[config.mk]
export PLATFORM = sky130hd
export DESIGN_NAME = odrv_spi_direct
export DESIGN_NICKNAME = d
export VERILOG_FILES = /design/src/rtl/odrv_spi_pkg.sv /design/src/rtl/odrv_pin_sync.sv /design/src/rtl/odrv_spi_shifter.sv /design/src/rtl/odrv_reg_bank.sv /design/src/rtl/odrv_spi_direct.sv
export SDC_FILE = /design/constraint.sdc
export NUM_CORES = 1
export LEC_CHECK = 0
export BUFFER_PORTS_ARGS = -buffer_cell sky130_fd_sc_hd__buf_2
export CAP_MARGIN = 40
export CELL_PAD_IN_SITES_DETAIL_PLACEMENT = 1
export CELL_PAD_IN_SITES_GLOBAL_PLACEMENT = 2
export CORE_UTILIZATION = 44
export DETAILED_ROUTE_END_ITERATION = 10
export PLACE_DENSITY_LB_ADDON = 0.12
export SKIP_CTS_REPAIR_TIMING = 1
export SLEW_MARGIN = 20
export SYNTH_ARGS = -nofsm -noshare
export SYNTH_HDL_FRONTEND = slang
export SYNTH_SLANG_ARGS = --single-unit
[constraint.sdc]
create_clock -name clk -period 3.1 [get_ports clk]
set_input_delay 0.465 -clock clk [delete_from_list [all_inputs] [get_ports clk]]
set_output_delay 0.465 -clock clk [all_outputs]
set_load 0.01 [all_outputs]
[src/rtl/odrv_spi_pkg.sv]
package odrv_spi_pkg;
   typedef enum logic [1:0] {
      FMT_NARROW_LVL = 2'b00,
      FMT_NARROW_PP  = 2'b01,
      FMT_WIDE_LVLPP = 2'b10,
      FMT_WIDE_PPOL  = 2'b11
   } frame_fmt_e;

   function automatic frame_fmt_e fmt_of(input logic wide, input logic cfg);
      return frame_fmt_e'({wide, cfg});
   endfunction
endpackage

[src/rtl/odrv_pin_sync.sv]
module odrv_pin_sync #(
   parameter int WIDTH  = 3,
   parameter int STAGES = 2
) (
   input  logic             clk,
   input  logic             rst_n,
   input  logic [WIDTH-1:0] async_in,
   input  logic [WIDTH-1:0] rst_val,
   output logic [WIDTH-1:0] sync_out
);
   generate
      if (STAGES < 0) begin : g_bad
         $error("odrv_pin_sync: STAGES must be non-negative");
      end
      if (STAGES == 0) begin : g_bypass
         assign sync_out = async_in;
      end else begin : g_chain
         logic [WIDTH-1:0] stage_q [STAGES];
         for (genvar s = 0; s < STAGES; s++) begin : g_stage
            always_ff @(posedge clk or negedge rst_n) begin
               if (!rst_n) stage_q[s] <= rst_val;
               else if (s == 0) stage_q[s] <= async_in;
               else stage_q[s] <= stage_q[(s == 0) ? 0 : s-1];
            end
         end
         assign sync_out = stage_q[STAGES-1];
      end
   endgenerate
endmodule

[src/rtl/odrv_spi_shifter.sv]
module odrv_spi_shifter #(
   parameter int CH = 8
) (
   input  logic          clk,
   input  logic          rst_n,
   input  logic          sclk_s,
   input  logic          cs_n_s,
   input  logic          sdi_s,
   input  logic          wide_sel,
   input  logic [CH-1:0] snap_flt,
   input  logic [CH-1:0] snap_lvl,
   output logic          sdo,
   output logic [2*CH-1:0] rx_word,
   output logic          frame_end,
   output logic          frame_ok
);
   localparam int FW   = 2 * CH;
   localparam int CMAX = FW + 1;
   localparam int CW   = $clog2(CMAX + 1);

   logic          sclk_d, cs_d;
   logic          rise, fall, cs_fall, active;
   logic [CW-1:0] bit_cnt;
   logic [FW-1:0] tx_q;

   assign rise      = sclk_s & ~sclk_d;
   assign fall      = ~sclk_s & sclk_d;
   assign cs_fall   = ~cs_n_s & cs_d;
   assign frame_end = cs_n_s & ~cs_d;
   assign active    = ~cs_n_s;

   always_ff @(posedge clk or negedge rst_n) begin
      if (!rst_n) begin
         sclk_d  <= 1'b0;
         cs_d    <= 1'b1;
         bit_cnt <= '0;
         rx_word <= '0;
         tx_q    <= '0;
      end else begin
         sclk_d <= sclk_s;
         cs_d   <= cs_n_s;
         if (cs_fall) begin
            bit_cnt <= '0;
            tx_q    <= {snap_flt, (wide_sel ? snap_lvl : {CH{1'b0}})};
         end else if (active) begin
            if (rise) begin
               rx_word <= {rx_word[FW-2:0], sdi_s};
               if (bit_cnt != CW'(CMAX)) bit_cnt <= bit_cnt + 1'b1;
            end
            if (fall) tx_q <= {tx_q[FW-2:0], 1'b0};
         end
      end
   end

   assign sdo      = active & tx_q[FW-1];
   assign frame_ok = (bit_cnt == (wide_sel ? CW'(FW) : CW'(CH)));

   AST_CNT_BOUND: assert property (@(posedge clk) disable iff (!rst_n)
      bit_cnt <= CW'(CMAX));
   AST_SDO_IDLE: assert property (@(posedge clk) disable iff (!rst_n)
      cs_n_s |-> !sdo);
   AST_TX_HOLD: assert property (@(posedge clk) disable iff (!rst_n)
      (active && !fall && !cs_fall && $past(active)) |=> $stable(sdo) || $past(cs_n_s) || !active || $past(fall));
endmodule

[src/rtl/odrv_reg_bank.sv]
module odrv_reg_bank
   import odrv_spi_pkg::*;
#(
   parameter int CH = 8
) (
   input  logic            clk,
   input  logic            rst_n,
   input  logic            frame_end,
   input  logic            frame_ok,
   input  logic            wide_sel,
   input  logic            cfg_sel,
   input  logic [2*CH-1:0] rx_word,
   input  logic [CH-1:0]   flt_in,
   input  logic [CH-1:0]   lvl_in,
   output logic [CH-1:0]   snap_flt,
   output logic [CH-1:0]   snap_lvl,
   output logic [CH-1:0]   level_q,
   output logic [CH-1:0]   pp_q,
   output logic [CH-1:0]   ol_q
);
   logic [CH-1:0] hi_b, lo_b;
   frame_fmt_e    fmt;

   assign hi_b = rx_word[2*CH-1:CH];
   assign lo_b = rx_word[CH-1:0];
   assign fmt  = fmt_of(wide_sel, cfg_sel);

   always_ff @(posedge clk or negedge rst_n) begin
      if (!rst_n) begin
         level_q  <= '0;
         pp_q     <= '0;
         ol_q     <= '0;
         snap_flt <= '0;
         snap_lvl <= '0;
      end else if (frame_end) begin
         snap_flt <= flt_in;
         snap_lvl <= lvl_in;
         if (frame_ok) begin
            unique case (fmt)
               FMT_NARROW_LVL: level_q <= lo_b;
               FMT_NARROW_PP:  pp_q    <= lo_b;
               FMT_WIDE_LVLPP: begin level_q <= hi_b; pp_q <= lo_b; end
               FMT_WIDE_PPOL:  begin pp_q    <= hi_b; ol_q <= lo_b; end
               default: ;
            endcase
         end
      end
   end

   AST_BAD_FRAME_HOLD: assert property (@(posedge clk) disable iff (!rst_n)
      (frame_end && !frame_ok) |=> ($stable(level_q) && $stable(pp_q) && $stable(ol_q)));
   AST_NARROW_LVL_ONLY: assert property (@(posedge clk) disable iff (!rst_n)
      (frame_end && frame_ok && !wide_sel && !cfg_sel) |=> ($stable(pp_q) && $stable(ol_q)));
   AST_NARROW_PP_ONLY: assert property (@(posedge clk) disable iff (!rst_n)
      (frame_end && frame_ok && !wide_sel && cfg_sel) |=> ($stable(level_q) && $stable(ol_q)));
   AST_WIDE_KEEP_OL: assert property (@(posedge clk) disable iff (!rst_n)
      (frame_end && frame_ok && wide_sel && !cfg_sel) |=> $stable(ol_q));
   AST_WIDE_KEEP_LVL: assert property (@(posedge clk) disable iff (!rst_n)
      (frame_end && frame_ok && wide_sel && cfg_sel) |=> $stable(level_q));
   AST_REGS_IDLE: assert property (@(posedge clk) disable iff (!rst_n)
      !frame_end |=> ($stable(level_q) && $stable(pp_q) && $stable(ol_q) && $stable(snap_flt)));
endmodule

[src/rtl/odrv_spi_direct.sv]
module odrv_spi_direct #(
   parameter int CHANNELS    = 8,
   parameter int SYNC_STAGES = 2
) (
   input  logic                clk,
   input  logic                rst_n,
   input  logic                sclk,
   input  logic                cs_n,
   input  logic                sdi,
   output logic                sdo,
   input  logic                wide_sel,
   input  logic                cfg_sel,
   input  logic [CHANNELS-1:0] flt_in,
   input  logic [CHANNELS-1:0] lvl_in,
   output logic [CHANNELS-1:0] drv_level,
   output logic [CHANNELS-1:0] drv_pp,
   output logic [CHANNELS-1:0] ol_en
);
   localparam int FW = 2 * CHANNELS;

   generate
      if (CHANNELS < 2) begin : g_chk_ch
         $error("odrv_spi_direct: CHANNELS must be at least 2");
      end
   endgenerate

   logic [2:0]          pins_s;
   logic [FW-1:0]       rx_word;
   logic                frame_end, frame_ok;
   logic [CHANNELS-1:0] snap_flt, snap_lvl;

   odrv_pin_sync #(.WIDTH(3), .STAGES(SYNC_STAGES)) u_sync (
      .clk      (clk),
      .rst_n    (rst_n),
      .async_in ({sclk, cs_n, sdi}),
      .rst_val  (3'b010),
      .sync_out (pins_s)
   );

   odrv_spi_shifter #(.CH(CHANNELS)) u_shift (
      .clk       (clk),
      .rst_n     (rst_n),
      .sclk_s    (pins_s[2]),
      .cs_n_s    (pins_s[1]),
      .sdi_s     (pins_s[0]),
      .wide_sel  (wide_sel),
      .snap_flt  (snap_flt),
      .snap_lvl  (snap_lvl),
      .sdo       (sdo),
      .rx_word   (rx_word),
      .frame_end (frame_end),
      .frame_ok  (frame_ok)
   );

   odrv_reg_bank #(.CH(CHANNELS)) u_regs (
      .clk       (clk),
      .rst_n     (rst_n),
      .frame_end (frame_end),
      .frame_ok  (frame_ok),
      .wide_sel  (wide_sel),
      .cfg_sel   (cfg_sel),
      .rx_word   (rx_word),
      .flt_in    (flt_in),
      .lvl_in    (lvl_in),
      .snap_flt  (snap_flt),
      .snap_lvl  (snap_lvl),
      .level_q   (drv_level),
      .pp_q      (drv_pp),
      .ol_q      (ol_en)
   );
endmodule

==> results of run 1 <==
flip-flops by register name, summed over array words and instances, names as in the netlist, 3 cells and up:
register                cells
u_shift.rx_word            16
u_shift.tx_q               16
u_regs.level_q              8
u_regs.ol_q                 8
u_regs.pp_q                 8
u_regs.snap_flt             8
u_regs.snap_lvl             8
u_shift.bit_cnt             5
u_sync.g_chain.stage_q      3
u_sync.sync_out             3
synthesized netlist by cell type:
cell | number | area share [%]
mux2_2 | 84 | 25
dfrtp_1 | 82 | 55
a21oi_1 | 8 | 1.1
inv_1 | 8 | 0.80
mux2_4 | 8 | 3.2
mux2i_1 | 7 | 1.9
nand2_1 | 7 | 0.70
buf_2 | 6 | 0.80
o21ai_0 | 6 | 0.80
nor2b_1 | 4 | 0.67
and4b_1 | 3 | 0.80
dfstp_2 | 3 | 2.1
ha_1 | 3 | 1.0
nand3_1 | 3 | 0.40
nand4bb_1 | 3 | 0.90
a21oi_2 | 2 | 0.47
buf_4 | 2 | 0.40
clkbuf_1 | 2 | 0.20
nand2b_1 | 2 | 0.33
or3_1 | 2 | 0.33
a211o_1 | 1 | 0.23
a211oi_4 | 1 | 0.53
and4bb_2 | 1 | 0.33
buf_6 | 1 | 0.30
nand3b_1 | 1 | 0.20
nand4bb_2 | 1 | 0.43
nor2_2 | 1 | 0.17
nor3b_1 | 1 | 0.20
or3b_1 | 1 | 0.23
or3b_4 | 1 | 0.30
or4_1 | 1 | 0.20
power breakdown:
part	internal, uW	switching (uW)	leakage [uW]
logic	211	131	0.000895
registers	1250	90.9	0.00110
clock network	311	371	0.0000768
path summary, 6_finish.rpt:
| check | from | end | slack [ns] |
|---|---|---|---|
| max reg2reg | u_shift.cs_d$_DFF_PN1_ | u_shift.tx_q[13]$_DFFE_PN0P_ | 0.90 |
| max in group asynchronous | rst_n | u_shift.tx_q[3]$_DFFE_PN0P_ | 2.44 |
| max | u_shift.cs_d$_DFF_PN1_ | u_shift.tx_q[13]$_DFFE_PN0P_ | 0.90 |
| min in group clk | sdi | u_sync.g_chain.stage_q[3]$_DFF_PN0_ | 0.22 |
| min reg2reg | u_sync.g_chain.stage_q[5]$_DFF_PN0_ | u_sync.sync_out[2]$_DFF_PN0_ | 0.35 |
| min | rst_n | u_regs.ol_q[0]$_DFFE_PN0P_ | 0.03 |
metrics by stage:
| step | hold WS [ns] | instance area (sq um) | total power (uW) |
|---|---|---|---|
| floorplan | 0.1694 | 3747 | 1598 |
| global placement | 0.3336 | 4098 | 1696 |
| detailed placement | 0.3363 | 4125 | 1716 |
| CTS | 0.04299 | 4285 | 2407 |
| global route | 0.05436 | 4285 | 2508 |
| finish | 0.02872 | 4285 | 2369 |
routing by layer:
metal | vias up | part of all wire [%]
met3 | 10 | 3.2
li1 | 1017 | -
met1 | 1136 | 47
met4 | 0 | 1.7
met5 | - | 0
met2 | 45 | 49
cell families after synthesis:
kind of cell    after synthesis  share of synthesized area [%]
simple gates                 32                          6.211
flops                        85                          56.86
compound gates               18                          3.105
fa+ha+maj                     3                          1.002
buf+inv                      19                          2.504
mux                          99                          30.32
cell type report:
type	count	area, sq um	share of cell area [%]
Inverter	8	30.03	0.7007
Clock inverter	1	7.507	0.1752
Sequential cell	85	2131	49.72
Clock buffer	14	152.6	3.562
Timing Repair Buffer	54	310.3	7.241
Multi-Input combinational cell	152	1523	35.53
Tap cell	105	131.4	3.066
worst max-delay path, stage by stage (launching register included):
cell and delay [ns]:
dfstp_2 0.61, nor2b_1 0.53, buf_4 0.33, mux2_2 0.36, mux2_2 0.26
cells in the final DEF, fill, tap and decap left out, types with 4 or more instances in the layout:
cell      synthesis  final
a21oi_1           8      8
clkbuf_8          0     10
inv_1             8      8
nor2b_1           4      4
mux2_2           84     84
nand2_1           7      7
mux2i_1           7      7
buf_4             2      7
dfrtp_1          82     82
mux2_4            8      8
o21ai_0           6      6
clkbuf_1          2      4
buf_2             6     46
==> impl_metrics.py, run 1 <==
metrics = {
    "floorplan": {
        "num_rows": 33,
        "initial_utilization_pct": 45.61,
        "core_area_sq_mm": 0.008217,
        "boundaryPins": 48,
        "die_area_sq_mm": 0.008890,
        "chipWidth_microns": 94.29,
        "die_h_microns": 94.29,
    },
    "logic_synthesis": {
        "ys_seq_elements": 85,
        "yosys_warnings": 0,
        "netlist_area_sq_mm": 0.003747,
        "syn_area_per_cell_sq_um": 14.64,
        "synthCells": 256,
        "synthDistinctLibCells": 31,
        "synth_nets": 282,
        "seq_area_frac_synth_pct": 56.86,
    },
    "sta": {
        "min_period_over_period_pct": 70.94,
        "setup_ws_ns": 0.9008,
        "hold_violations": 0,
        "fin_skew_ns": 0.01329,
        "drv_slew": 0,
        "tns_ns": 0,
        "fmax_ghz": 0.4547,
        "setup_viol": 0,
        "post-route-min-period_ns": 2.199,
        "rsz0062_at_grt": "false",
        "tightest_slew_ns": 0.8090,
        "relSlewSlack_pct": 46.07,
    },
    "critical_path": {
        "path_class": "reg -> reg",
        "crit_required_ns": 3.33,
        "r2r_cells": 4,
        "critPathCaptureType": "register",
        "crit_path_max_fanout": 11,
        "cp-start-kind": "register",
        "arrival_ns": 2.43,
    },
    "place": {
        "place.gp.congestion": 0.7108,
        "io_buffers": 47,
        "post-place-ws_ns": 0.8815,
        "dp.cells": 404,
        "dp_hpwl_microns": 4732,
    },
    "clock_tree": {
        "cts_num_sinks": 85,
        "clk-insertion-delay-late_ns": 0.35,
        "cts_buffers": 9,
        "cts_tree": "built",
        "clk_path_buf_depth": 2,
        "clk_pin_slew_ns": 0.09,
        "cts-htree-levels": 3,
        "clockRootBuffer": "clkbuf_8",
    },
    "finish": {
        "n_fill_cell": 836,
        "area_growth_pct": 14.36,
        "antenna_cells": 0,
        "utilization_pct": 52.15,
        "drive_gt1_share_pct": 53.18,
        "fin_cells": 419,
        "nets": 336,
    },
    "detailed_routing": {
        "via_per_inst": 5.270,
        "routedWlPerCell_microns": 16.41,
        "drtPass1Iterations": 5,
        "drcViolationCount": 0,
        "drtIter0Drc": 72,
        "vias": 2208,
        "ant_nets": 0,
        "drt_wl_total_microns": 6876,
    },
    "outcome": {
        "status": "complete, no violations",
    },
    "global_routing": {
        "track_usage_pct": 17.64,
        "grt_pass1_wl_microns": 11820,
        "first_global_vias": 2398,
        "antenna_found_initial": 0,
        "grt.overflow.total": 0,
        "grt_util_met3_pct": 3.317,
        "grt_max_degree": 58,
        "met2_usage_pct": 29.23,
        "groute.layer.met1.usage_pct": 22.68,
        "busiest_layer": "met2",
    },
    "min_path": {
        "hold_class": "in -> async",
    },
    "pwr": {
        "p_leak_uw": 0.002071,
        "max-vdd-ir-drop_mv": 0.2799,
        "cellPowerDensity_mw_per_mm2": 552.9,
    },
    "flow_run": {
        "cap_viol_max_count": 0,
    },
}
Note: power is estimated with default switching activity, not from simulation.
==> run 2: changes to the inputs <==
--- a/config.mk
+++ b/config.mk
@@ -9,7 +9,7 @@
 export CAP_MARGIN = 40
 export CELL_PAD_IN_SITES_DETAIL_PLACEMENT = 1
 export CELL_PAD_IN_SITES_GLOBAL_PLACEMENT = 2
-export CORE_UTILIZATION = 44
+export CORE_UTILIZATION = 37
 export DETAILED_ROUTE_END_ITERATION = 10
 export PLACE_DENSITY_LB_ADDON = 0.12
 export SKIP_CTS_REPAIR_TIMING = 1
==> constraint.sdc (replaced) <==
create_clock -name clk -period 2 [get_ports clk]
set_input_delay 0.3 -clock clk [delete_from_list [all_inputs] [get_ports clk]]
set_output_delay 0.3 -clock clk [all_outputs]
set_load 0.01 [all_outputs]
==> run 2 against run 1 <==
Die area increased by 18%. Sequential share of layout area is 2.0 points lower. Clock skew fell by 0.0022 ns. Sequential power grew 54%. Highest routed layer unchanged. Flip-flop and latch count did not move. Global-route usage is 2.2 points lower.
==> impl_metrics.py, run 2 (synthesis results as in run 1) <==
metrics = {
    "outcome": {
        "status": "complete, no violations",
    },
    "finish": {
        "layout_common_cells": "mux2_2 (84), dfrtp_1 (82), buf_2 (46)",
        "layout_commonest_cell": "mux2_2",
        "area_growth_pct": 19.03,
        "drive_gt1_share_pct": 55.56,
        "fin_cells": 457,
        "register_area_sq_mm": 0.002131,
        "top_regs": "u_shift.rx_word x16, u_shift.tx_q x16",
        "antenna_cells": 0,
        "nets": 345,
        "n_fill_cell": 1013,
        "multiInputGateArea_sq_mm": 0.001523,
    },
    "clock_tree": {
        "cts_num_sinks": 85,
        "cts_buffers": 9,
        "clk-insertion-delay-late_ns": 0.35,
        "clk_path_buf_depth": 2,
        "clockRootBuffer": "clkbuf_8",
        "cts_tree": "built",
        "clk_pin_slew_ns": 0.09,
        "cts-htree-levels": 3,
    },
    "sta": {
        "setup_viol": 0,
        "fmax_ghz": 0.5383,
        "post-route-min-period_ns": 1.858,
        "relSlewSlack_pct": 67.64,
        "whs_ns": 0.04773,
        "hold_violations": 0,
        "drv_slew": 0,
        "min_period_over_period_pct": 92.89,
        "tns_ns": 0,
        "rsz0062_at_grt": "false",
        "fin_skew_ns": 0.01112,
        "tightest_slew_ns": 0.4855,
    },
    "critical_path": {
        "timing.rr.end": "u_regs.ol_q[3]$_DFFE_PN0P_",
        "critPathCaptureType": "register",
        "slowest_delay_ns": 0.51,
        "cp_cell_sequence": "inv_1 > ha_1 > nand4bb_2 > a211o_1 > mux2_4",
        "critPathTopFamily": "compound AO/OA/AOI/OAI gates",
        "path_class": "reg -> reg",
        "path_buf_inv": 1,
        "crit_required_ns": 2.24,
        "cp-start-kind": "register",
        "rr_startpoint": "u_shift.bit_cnt[0]$_DFFE_PN0P_",
        "arrival_ns": 2.10,
        "cp_slowest_cell": "a211o_1",
        "r2r_cells": 5,
        "r2r_slack_ns": 0.14,
        "crit_path_max_fanout": 8,
    },
    "detailed_routing": {
        "drtIter0Drc": 52,
        "via_per_inst": 4.829,
        "vias": 2207,
        "ant_nets": 0,
        "drt_wl_total_microns": 7161,
        "routedWlPerCell_microns": 15.67,
        "drcViolationCount": 0,
        "drtPass1Iterations": 4,
    },
    "pwr": {
        "p_leak_uw": 0.002140,
        "switching_share_pct": 25.40,
        "comb_power_share_pct": 14.3,
        "switchingPower_uw": 974.1,
        "p_clk_share_pct": 31.5,
        "cellPowerDensity_mw_per_mm2": 859.9,
        "max-vdd-ir-drop_mv": 0.4086,
        "p_seq_share_pct": 54.3,
        "internal-power_uw": 2862,
    },
    "global_routing": {
        "first_global_vias": 2345,
        "busiest_layer": "met2",
        "grt_max_degree": 51,
        "grt.overflow.total": 0,
        "track_usage_pct": 15.45,
        "grt_pass1_wl_microns": 12080,
        "antenna_found_initial": 0,
        "met2_usage_pct": 25.49,
        "grt_util_met3_pct": 2.441,
        "groute.layer.met1.usage_pct": 20.10,
    },
    "floorplan": {
        "boundaryPins": 48,
        "core_area_sq_mm": 0.009774,
        "chipWidth_microns": 102.6,
        "num_rows": 36,
        "die_h_microns": 102.6,
        "die_area_sq_mm": 0.01053,
        "initial_utilization_pct": 38.34,
    },
    "min_path": {
        "hold_class": "in -> reg",
        "hold_end": "u_sync.g_chain.stage_q[4]$_DFF_PN1_",
        "min_from": "cs_n",
        "hold_depth": 1,
    },
    "place": {
        "dp_hpwl_microns": 5002,
        "dp.cells": 440,
        "io_buffers": 47,
        "place.gp.congestion": 0.6830,
    },
    "flow_run": {
        "cap_viol_max_count": 0,
    },
}
## run 2: worst max path at each step
| stage | from | endpoint | slack (ns) | cells past startpoint |
|---|---|---|---|---|
| global route | u_shift.bit_cnt[0]$_DFFE_PN0P_ | u_regs.ol_q[0]$_DFFE_PN0P_ | 0.06 | 5 |
| global placement | u_shift.bit_cnt[0]$_DFFE_PN0P_ | u_regs.ol_q[6]$_DFFE_PN0P_ | 0.18 | 5 |
| CTS | u_shift.bit_cnt[0]$_DFFE_PN0P_ | u_regs.ol_q[3]$_DFFE_PN0P_ | 0.12 | 5 |
| floorplan | u_shift.cs_d$_DFF_PN1_ | u_shift.tx_q[10]$_DFFE_PN0P_ | 0.20 | 5 |
| detailed placement | u_shift.bit_cnt[0]$_DFFE_PN0P_ | u_regs.ol_q[3]$_DFFE_PN0P_ | 0.14 | 5 |
| finish | u_shift.bit_cnt[0]$_DFFE_PN0P_ | u_regs.ol_q[3]$_DFFE_PN0P_ | 0.14 | 5 |
## run 2: cell type report
class	count	share of cell area [%]
Timing Repair Buffer	63	9.201
Clock inverter	7	1.711
Sequential cell	85	47.77
Clock buffer	9	2.777
Tap cell	133	3.731
Multi-Input combinational cell	152	34.14
Inverter	8	0.6732
## run 2: worst register-to-register path: stages (launching register included)
cell	delay [ns]
dfrtp_1	0.44
inv_1	0.09
ha_1	0.16
nand4bb_2	0.18
a211o_1	0.51
mux2_4	0.37
## run 2: metal layers
layer,up-vias,routed length [microns]
met4,0,114
met1,1108,3288
met3,10,196
met5,-,0
met2,38,3562
li1,1051,-
## run 2: through the flow
stage	setup slack [ns]	cell area [sq um]	total power, uW	utilization [%]
6_report	0.1423	4461	3836	45.63
5_1_grt	0.05844	4461	4077	45.63
4_1_cts	0.1249	4451	3913	45.53
3_5_place_dp	0.1387	4250	2674	43.48
3_3_place_gp	0.1822	4250	2651	43.48
2_1_floorplan	0.1955	3747	2477	-
## run 2: power by group through the flow
stage                     logic, uW  clock network [uW]  registers, uW
final                           547                1210           2080
after global routing            610                1350           2120
after CTS                       559                1270           2080
after detailed placement        555                   0           2120
after global placement          540                   0           2110
after floorplan                 410                   0           2070
==> run 3: changes to the inputs <==
--- a/config.mk
+++ b/config.mk
@@ -5,11 +5,12 @@
 export SDC_FILE = /design/constraint.sdc
 export NUM_CORES = 1
 export LEC_CHECK = 0
+export ABC_AREA = 1
 export BUFFER_PORTS_ARGS = -buffer_cell sky130_fd_sc_hd__buf_2
 export CAP_MARGIN = 40
 export CELL_PAD_IN_SITES_DETAIL_PLACEMENT = 1
 export CELL_PAD_IN_SITES_GLOBAL_PLACEMENT = 2
-export CORE_UTILIZATION = 37
+export CORE_UTILIZATION = 31
 export DETAILED_ROUTE_END_ITERATION = 10
 export PLACE_DENSITY_LB_ADDON = 0.12
 export SKIP_CTS_REPAIR_TIMING = 1
==> run 3 against run 2 <==
The run now ends with DRC left. Clock-buffer cell count increased by 3. Highest routed layer unchanged. Die area rose by 18%. First-iteration DRC count rose by 79%. Power grew 13%. Critical path type unchanged.
==> impl_metrics.py, run 3 <==
metrics = {
    "outcome": {
        "status": "complete, but fails checks",
        "failed_checks": "DRC",
    },
    "critical_path": {
        "cp-start-kind": "register",
        "critPathCaptureType": "register",
        "crit_path_max_fanout": 11,
        "arrival_ns": 1.89,
        "r2r_slack_ns": 0.34,
        "path_class": "reg -> reg",
        "crit_required_ns": 2.23,
        "timing.rr.end": "u_regs.pp_q[5]$_DFFE_PN0P_",
        "r2r_cells": 6,
        "rr_startpoint": "u_shift.cs_d$_DFF_PN1_",
    },
    "logic_synthesis": {
        "synth-simple-area-share_pct": 28.68,
        "synth_nets": 465,
        "synthTopCellsByCount": "nand2_1 (164), dfrtp_1 (82), o21ai_0 (35)",
        "synthFlopType": "dfrtp_1",
        "synthDominantCellAreaShare_pct": 55.33,
        "seq_area_frac_synth_pct": 57.46,
        "synthCells": 439,
        "muxShareOfSynthArea_pct": 0,
        "ys_top_cells_by_area": "dfrtp_1 (55%), nand2_1 (17%), nand4_1 (5.1%)",
        "synth_top_family_by_area": "simple AND/OR/NAND/NOR gates",
        "yosys_warnings": 0,
        "synth_compound_area_share_pct": 7.524,
        "synthArstFlopShare_pct": 100.0,
        "synth_top_area_cell": "dfrtp_1",
        "yosys.area_share.adder_pct": 1.012,
        "synth_edf_count": 0,
        "synthDistinctLibCells": 23,
        "synth-xor-area-share_pct": 0.2362,
        "syn_area_per_cell_sq_um": 8.448,
        "synth_most_common_cell": "nand2_1",
        "netlist_area_sq_mm": 0.003709,
        "ys_seq_elements": 85,
    },
    "global_routing": {
        "grt.overflow.total": 0,
        "antenna_found_initial": 0,
        "grt_max_degree": 48,
        "track_usage_pct": 17.27,
        "first_global_vias": 3319,
        "grt_pass1_wl_microns": 16750,
    },
    "detailed_routing": {
        "vias": 3085,
        "routedWlPerCell_microns": 14.63,
        "drcViolationCount": 4,
        "ant_nets": 0,
        "drt_wl_total_microns": 9435,
        "drtIter0Drc": 93,
        "drtPass1Iterations": 7,
        "via_per_inst": 4.783,
    },
    "finish": {
        "multiInputGateArea_sq_mm": 0.001389,
        "register_area_sq_mm": 0.002131,
        "nets": 523,
        "layout_commonest_cell": "nand2_1",
        "n_fill_cell": 1400,
        "drive_gt1_share_pct": 17.73,
        "antenna_cells": 0,
        "area_growth_pct": 21.59,
        "fin_cells": 645,
        "top_regs": "u_shift.rx_word x16, u_shift.tx_q x16",
        "layout_common_cells": "nand2_1 (164), dfrtp_1 (82), buf_2 (46)",
    },
    "sta": {
        "hold_violations": 0,
        "relSlewSlack_pct": 72.47,
        "setup_viol": 0,
        "fmax_ghz": 0.6027,
        "tightest_slew_ns": 0.4115,
        "min_period_over_period_pct": 82.95,
        "post-route-min-period_ns": 1.659,
        "fin_skew_ns": 0.006274,
        "tns_ns": 0,
        "rsz0062_at_grt": "false",
        "drv_slew": 0,
    },
    "floorplan": {
        "chipWidth_microns": 111.4,
        "num_rows": 39,
        "core_area_sq_mm": 0.01152,
        "initial_utilization_pct": 32.20,
        "boundaryPins": 48,
        "die_area_sq_mm": 0.01240,
        "die_h_microns": 111.4,
    },
    "pwr": {
        "cellPowerDensity_mw_per_mm2": 963.6,
        "p_leak_uw": 0.002320,
        "max-vdd-ir-drop_mv": 0.4274,
    },
    "clock_tree": {
        "clk_path_buf_depth": 2,
        "cts_buffers": 9,
        "clk-insertion-delay-late_ns": 0.34,
        "clk_pin_slew_ns": 0.06,
        "cts_num_sinks": 85,
        "clockRootBuffer": "clkbuf_16",
        "cts-htree-levels": 3,
        "cts_tree": "built",
    },
    "place": {
        "dp_hpwl_microns": 6522,
        "place.gp.congestion": 0.7515,
        "io_buffers": 47,
        "dp.cells": 628,
    },
    "min_path": {
        "min_from": "cs_n",
        "hold_depth": 1,
        "hold_class": "in -> reg",
        "hold_end": "u_sync.g_chain.stage_q[4]$_DFF_PN1_",
    },
    "flow_run": {
        "cap_viol_max_count": 0,
    },
}
-- run 3: stage by stage --
step	setup WS, ns	power (uW)	cell area, sq um	utilization, %	hold WS (ns)
2_1_floorplan	0.5517	2448	3709	-	0.004409
3_3_place_gp	0.3880	2698	4205	36.52	0.1546
3_5_place_dp	0.3276	2724	4205	36.52	0.1568
4_1_cts	0.3031	4426	4499	39.07	-0.2149
5_1_grt	0.1467	4621	4509	39.16	0.03850
6_report	0.3409	4345	4509	39.16	0.05703
-- run 3: routing by layer --
layer	part of all wire, %	track usage, %	vias to the layer above
li1	-	-	1557
met1	53	24.39	1477
met2	43	26.13	37
met3	2.4	2.940	14
met4	1.9	7.568	0
met5	0	0	-
-- run 3: cell families (layout without fill, tap and decap cells) --
logic type	Yosys count	in the layout
simple gates	249	249
flops	85	85
compound gates	53	53
buf+inv	48	111
fa+ha+maj	3	3
xor+xnor	1	1
-- run 3: critical path, stage by stage, from the launching register on --
cell and delay [ns]:
dfstp_2 0.39, inv_1 0.26, nand2_1 0.13, nor2_1 0.20
nand4_1 0.33, nand2_1 0.16, nand2_1 0.07
-- run 3: worst max-delay path by stage --
stage | start | to | slack, ns | cells after the start
5_1_grt | u_shift.cs_d$_DFF_PN1_ | u_regs.pp_q[5]$_DFFE_PN0P_ | 0.15 | 6
6_report | u_shift.cs_d$_DFF_PN1_ | u_regs.pp_q[5]$_DFFE_PN0P_ | 0.34 | 6
3_3_place_gp | wide_sel | u_regs.ol_q[7]$_DFFE_PN0P_ | 0.39 | 7
4_1_cts | u_shift.cs_d$_DFF_PN1_ | u_regs.pp_q[5]$_DFFE_PN0P_ | 0.30 | 6
2_1_floorplan | u_shift.cs_d$_DFF_PN1_ | u_shift.tx_q[15]$_DFFE_PN0P_ | 0.55 | 7
3_5_place_dp | u_shift.cs_d$_DFF_PN1_ | u_regs.pp_q[5]$_DFFE_PN0P_ | 0.33 | 6
-- run 3: power breakdown --
part	internal [uW]	switching, uW
registers	1940	152
logic	226	361
clock network	998	666
total	3170	1180
-- run 3: cell type report --
type / count / share of cell area [%]
repair buffers: 66 / 9.046
inverters: 29 / 2.414
multi-input cells: 306 / 30.80
clock inverters: 4 / 1.054
clock buffers: 12 / 5.466
well taps: 143 / 3.968
flip-flops and latches: 85 / 47.25
